<file path="src/rtl/subwin_pkg.sv">
package subwin_pkg;
  localparam int DW     = 16;
  localparam int NSLOT  = 7;
  localparam int SLOT_W = $clog2(NSLOT);

  typedef logic [DW-1:0] word_t;

  // subaddress of each bank slot, slot order = output order
  localparam word_t SUBMAP [NSLOT] = '{
    16'h0000, 16'h0001, 16'h0006, 16'h0007, 16'h0008, 16'h0009, 16'h000A
  };

  typedef struct packed {
    logic              hit;
    logic [SLOT_W-1:0] slot;
  } slot_sel_t;

  function automatic slot_sel_t map_sub(word_t sub);
    slot_sel_t s;
    s = '0;
    for (int i = 0; i < NSLOT; i++) begin
      if (sub == SUBMAP[i]) begin
        s.hit  = 1'b1;
        s.slot = SLOT_W'(i);
      end
    end
    return s;
  endfunction

  function automatic word_t ptr_advance(word_t p);
    return p + word_t'(1);
  endfunction
endpackage

</file>
<file path="src/rtl/subwin_decode.sv">
module subwin_decode #(
  parameter int ADDR_W  = 2,
  parameter int A_MAIN  = 0,
  parameter int A_PTR   = 1,
  parameter int A_PLAIN = 2,
  parameter int A_AUTO  = 3
) (
  input  logic [ADDR_W-1:0] addr,
  input  logic              we,
  input  logic              re,
  output logic              main_wr,
  output logic              ptr_wr,
  output logic              data_wr,
  output logic              data_rd,
  output logic              inc_evt
);
  logic sel_main, sel_ptr, sel_plain, sel_auto;

  always_comb begin
    sel_main  = (addr == ADDR_W'(A_MAIN));
    sel_ptr   = (addr == ADDR_W'(A_PTR));
    sel_plain = (addr == ADDR_W'(A_PLAIN));
    sel_auto  = (addr == ADDR_W'(A_AUTO));
    main_wr   = we & sel_main;
    ptr_wr    = we & sel_ptr;
    data_wr   = we & (sel_plain | sel_auto);
    data_rd   = re & (sel_plain | sel_auto);
    inc_evt   = (we | re) & sel_auto;
  end

  always_comb begin
    AST_ONE_TARGET: assert ($onehot0({main_wr, ptr_wr, data_wr}));
  end
endmodule

</file>
<file path="src/rtl/subwin_pointer.sv">
module subwin_pointer
  import subwin_pkg::*;
(
  input  logic  clk,
  input  logic  rst,
  input  logic  ld_evt,
  input  word_t ld_val,
  input  logic  inc_evt,
  output word_t ptr
);
  always_ff @(posedge clk) begin
    if (rst)          ptr <= '0;
    else if (ld_evt)  ptr <= ld_val;
    else if (inc_evt) ptr <= ptr_advance(ptr);
  end

  AST_PTR_LOAD: assert property (@(posedge clk) disable iff (rst)
    ld_evt |=> ptr == $past(ld_val));
  AST_PTR_STEP: assert property (@(posedge clk) disable iff (rst)
    (inc_evt && !ld_evt) |=> ptr == word_t'($past(ptr) + 17'd1));
  AST_PTR_HOLD: assert property (@(posedge clk) disable iff (rst)
    (!inc_evt && !ld_evt) |=> $stable(ptr));
endmodule

</file>
<file path="src/rtl/subwin_bank.sv">
module subwin_bank
  import subwin_pkg::*;
(
  input  logic                      clk,
  input  logic                      rst,
  input  logic                      wr_evt,
  input  word_t                     ptr,
  input  word_t                     wdata,
  output word_t                     rd_word,
  output logic                      rd_hit,
  output logic [NSLOT-1:0][DW-1:0]  regs
);
  slot_sel_t sel;
  assign sel = map_sub(ptr);

  for (genvar g = 0; g < NSLOT; g++) begin : g_slot
    always_ff @(posedge clk) begin
      if (rst)
        regs[g] <= '0;
      else if (wr_evt && sel.hit && sel.slot == SLOT_W'(g))
        regs[g] <= wdata;
    end
  end

  always_comb begin
    rd_hit  = sel.hit;
    rd_word = sel.hit ? regs[sel.slot] : '0;
  end

  AST_UNMAPPED_NO_WRITE: assert property (@(posedge clk) disable iff (rst)
    (wr_evt && !rd_hit) |=> $stable(regs));
  AST_BANK_HOLD: assert property (@(posedge clk) disable iff (rst)
    !wr_evt |=> $stable(regs));
endmodule

</file>
<file path="src/rtl/subwin_top.sv">
module subwin_top
  import subwin_pkg::*;
#(
  parameter int ADDR_W  = 2,
  parameter int A_MAIN  = 0,
  parameter int A_PTR   = 1,
  parameter int A_PLAIN = 2,
  parameter int A_AUTO  = 3
) (
  input  logic                    clk,
  input  logic                    rst,
  input  logic [ADDR_W-1:0]       bus_addr,
  input  logic [DW-1:0]           bus_wdata,
  input  logic                    bus_we,
  input  logic                    bus_re,
  output logic [DW-1:0]           bus_rdata,
  output logic [DW-1:0]           main_ctl_q,
  output logic [NSLOT*DW-1:0]     bank_q
);
  logic  main_wr, ptr_wr, data_wr, data_rd, inc_evt;
  word_t ptr, rd_word;
  logic  rd_hit;
  logic [NSLOT-1:0][DW-1:0] regs;

  subwin_decode #(
    .ADDR_W(ADDR_W), .A_MAIN(A_MAIN), .A_PTR(A_PTR),
    .A_PLAIN(A_PLAIN), .A_AUTO(A_AUTO)
  ) u_dec (
    .addr(bus_addr), .we(bus_we), .re(bus_re),
    .main_wr(main_wr), .ptr_wr(ptr_wr), .data_wr(data_wr),
    .data_rd(data_rd), .inc_evt(inc_evt)
  );

  subwin_pointer u_ptr (
    .clk(clk), .rst(rst), .ld_evt(ptr_wr), .ld_val(bus_wdata),
    .inc_evt(inc_evt), .ptr(ptr)
  );

  subwin_bank u_bank (
    .clk(clk), .rst(rst), .wr_evt(data_wr), .ptr(ptr), .wdata(bus_wdata),
    .rd_word(rd_word), .rd_hit(rd_hit), .regs(regs)
  );

  always_ff @(posedge clk) begin
    if (rst)
      main_ctl_q <= '0;
    else if (main_wr)
      main_ctl_q <= bus_wdata;
  end

  always_ff @(posedge clk) begin
    if (rst)
      bus_rdata <= '0;
    else if (bus_re) begin
      if (bus_addr == ADDR_W'(A_MAIN))     bus_rdata <= main_ctl_q;
      else if (bus_addr == ADDR_W'(A_PTR)) bus_rdata <= ptr;
      else if (data_rd)                    bus_rdata <= rd_word;
      else                                 bus_rdata <= '0;
    end
  end

  assign bank_q = regs;

  AST_RDATA_HOLD: assert property (@(posedge clk) disable iff (rst)
    !bus_re |=> $stable(bus_rdata));
  AST_UNMAPPED_READ_ZERO: assert property (@(posedge clk) disable iff (rst)
    (data_rd && !rd_hit) |=> bus_rdata == '0);
  AST_MAIN_HOLD: assert property (@(posedge clk) disable iff (rst)
    !main_wr |=> $stable(main_ctl_q));
endmodule

</file>
<file path="config.mk">
export PLATFORM = sky130hd
export DESIGN_NAME = subwin_top
export DESIGN_NICKNAME = d
export VERILOG_FILES = /design/src/rtl/subwin_pkg.sv /design/src/rtl/subwin_decode.sv /design/src/rtl/subwin_pointer.sv /design/src/rtl/subwin_bank.sv /design/src/rtl/subwin_top.sv
export SDC_FILE = /design/constraint.sdc
export NUM_CORES = 1
export LEC_CHECK = 0
export BUFFER_PORTS_ARGS = -buffer_cell sky130_fd_sc_hd__buf_2
export CELL_PAD_IN_SITES_DETAIL_PLACEMENT = 0
export CELL_PAD_IN_SITES_GLOBAL_PLACEMENT = 2
export CORE_ASPECT_RATIO = 1.4
export CORE_MARGIN = 2
export CORE_UTILIZATION = 25
export CTS_CLUSTER_DIAMETER = 80
export DETAILED_ROUTE_END_ITERATION = 6
export PLACE_DENSITY = 0.72
export SLEW_MARGIN = 20
export SYNTH_ARGS = -nofsm -noshare
export SYNTH_HDL_FRONTEND = slang
export SYNTH_SLANG_ARGS = --single-unit
export TNS_END_PERCENT = 20
</file>
<file path="constraint.sdc">
create_clock -name clk -period 7.3 [get_ports clk]
set_input_delay 1.095 -clock clk [delete_from_list [all_inputs] [get_ports clk]]
set_output_delay 1.095 -clock clk [all_outputs]
set_load 0.01 [all_outputs]
</file>
==> impl_metrics.ini <==
[outcome]
outcome = finished, final reports clean

[logic_synthesis]
syn_nets = 995
synth_common_cells = dfxtp_1 (160), nand2_1 (148), a21oi_1 (118)
synthTopCellsByArea = dfxtp_1 (41%), mux2i_1 (8.4%), a21oi_1 (7.6%), nand2_1 (7.1%), nor2_1 (5.1%)
synthesis.area_sq_mm = 0.00778
ys_types = 63
ys.flop_type = dfxtp_1
synth_top_cell_area_share_pct = 41.2
yosysWarnings = 0
yosys.area.top_type = dfxtp_1
synth_cells = 969
ys_ff_latch = 160
syn_area_per_cell_sq_um = 8.03
async_flop_share_pct = 0
yosysSeqAreaShare_pct = 41.2
synth.most_common_cell = dfxtp_1
synth-edff-count = 0

[finish]
syn_to_final_growth_pct = 22.2
num_antenna_cells = 0
fill_cells = 3343
regArea_sq_mm = 0.00320
multiInputGateArea_sq_mm = 0.00417
final_layout_size_suffix_gt1_share_pct = 20.3
final_nets = 1100

[placed_design]
pre_cts_ws_ns = 3.43
hpwl_um = 24800
gp_congestion = 0.896
numPortBuffers = 165

[cts]
cts_tree = built
htree_levels = 4
cts_made_buffers = 17
postCtsSetupRepairBufs = 0
clk_latency_ns = 0.44
clk_pin_slew_ns = 0.07
clock_sinks = 160
postCtsHoldBufs = 0
cts_resized = 0
cts_root_buf = clkbuf_16
clk_path_buf_depth = 2

[setup_path]
end_kind = flop
critPathRequiredTime_ns = 7.68
critical-path-max-stage-delay_ns = 1.12
cp_num_buf_inv = 1
cp_top_family = simple AND/OR/NAND/NOR gates
crit_fanout = 43
worstPathArrival_ns = 4.03
crit_chain = or4_1, nor3_4, buf_4, nand3_1, nor4_1, o21a_1
crit_type = reg2reg
crit_slowest_cell = nor4_1
start_kind = flop

[grt]
antenna_found_initial = 1
grt_pass1_wl_um = 50200
grtUsageTotal_pct = 20.8
grt_start_max_net_pins = 60
overflow = 0
grt_pass1_vias = 7397

[power]
ir_drop_mv = 0.152
power_density_mw_per_mm2 = 233
p_leak_nw = 3.84

[floorplanning]
die_h_um = 213
fp.coreArea_sq_mm = 0.0307
rows = 76
ios = 166
die-width_um = 153
start_util_pct = 25.3
die_area_sq_mm = 0.0326

[timing]
setup_tns_ns = 0
slew_violations = 0
whs_ns = 0.471
finalClockSkew_ns = 0.0123
relSlewSlack_pct = 23.1
rsz0062_at_grt = no
period_needed_ns = 3.66
fmax_ghz = 0.274
worst_slack_ns = 3.64
post-route-period-util_pct = 50.1
tightest_slew_ns = 1.15
setup_viol = 0
finalHoldViolations = 0

[drt]
firstDrtPassIters = 5
num_vias = 7708
drc_errors = 0
routed_wl_um = 34600
ant_nets = 0
via_per_inst = 5.22
drt_iter0_markers = 573
wl_per_cell_um = 23.4

[run]
drv_cap = 0

[min_path]
hold_path.class = reg2reg
## state kept, by name, summed over array words and instances, names as in the netlist
signal and flops:
u_bank.regs 112, u_ptr.ptr 16, bus_rdata 16, main_ctl_q 16
## cell usage in the layout (no fill, tap or decap), drive strengths merged, types with 3 or more instances in the layout
| cell | Yosys | layout |
|---|---|---|
| or3 | 4 | 4 |
| clkinvlp | 0 | 4 |
| inv | 10 | 11 |
| clkinv | 1 | 3 |
| nor4 | 30 | 30 |
| mux2i | 65 | 65 |
| and2 | 4 | 4 |
| nand3 | 10 | 10 |
| nand3b | 3 | 3 |
| nand2b | 4 | 4 |
| and4 | 3 | 3 |
| ha | 4 | 4 |
| o22ai | 18 | 18 |
| nor2b | 10 | 10 |
| or4 | 5 | 5 |
| a21oi | 118 | 118 |
| a2111oi | 3 | 3 |
| o21ai | 15 | 15 |
| nor3 | 33 | 33 |
| o31a | 8 | 8 |
| o2111ai | 7 | 7 |
| o31ai | 8 | 8 |
| bufinv | 0 | 6 |
| nand2 | 148 | 148 |
| a211oi | 39 | 39 |
| o21a | 12 | 12 |
| buf | 23 | 178 |
| nor2 | 105 | 105 |
| nand4 | 10 | 10 |
| clkbuf | 69 | 19 |
| o2bb2ai | 7 | 7 |
| dfxtp | 160 | 160 |
| and3 | 3 | 3 |
## stage by stage
step	utilization (%)	power [mW]	instances	instance area (sq um)
detailed placement	28.7	1.19	1444	8810
global placement	28.7	1.20	1444	8810
floorplan	-	1.10	969	7780
CTS	30.9	2.23	1476	9490
finish	30.9	2.22	1477	9500
global route	30.9	2.28	1477	9500
## where the power goes
part           switching, mW  total [mW]  internal, mW
Sequential            0.0212       0.910         0.888
Combinational          0.195       0.267        0.0715
Clock                  0.387        1.04         0.652
## layer usage
metal  track usage (%)  wire (um)  up-vias
met2              35.1      16900      228
met4              9.23       1270        0
met5                 0          0        -
met1              26.6      15200     3747
li1                  -          -     3690
met3              2.48       1270       43
## final cells by class
| class | instances | area share, % |
|---|---|---|
| clock buffer | 19 | 4.66 |
| clock inverter | 13 | 2.45 |
| timing repair buffer | 178 | 9.78 |
| tap | 390 | 5.13 |
| multi-input combinational | 706 | 43.8 |
| inverter | 11 | 0.434 |
| sequential | 160 | 33.7 |
## path summary, 6_finish.rpt
kind,start,to,slack [ns],cells past startpoint
min reg2reg,u_bank.regs[48],u_bank.regs[48],0.47,2
max reg2reg,u_ptr.ptr[7],bus_rdata[0],3.64,6
min,u_bank.regs[48],u_bank.regs[48],0.47,2
max,u_ptr.ptr[7],bus_rdata[0],3.64,6
## tightest hold or removal path, delay by kind of cell (launching register included)
kind | cells | cell delay [ns]
flip-flops | 1 | 0.32
AND/OR/NAND/NOR | 1 | 0.06
AO/OA/AOI/OAI | 1 | 0.05
## kinds of logic after synthesis
logic type               count (synthesis)  synth area share, %
flip-flops                             160                 41.2
AO/OA/AOI/OAI                          257                 20.9
XOR/XNOR                                 1                0.113
buffers and inverters                  103                 5.47
multiplexers                            66                 8.51
AND/OR/NAND/NOR                        378                 23.1
adder cells (fa/ha/maj)                  4                0.644
Power figures use the tool's default switching activity.
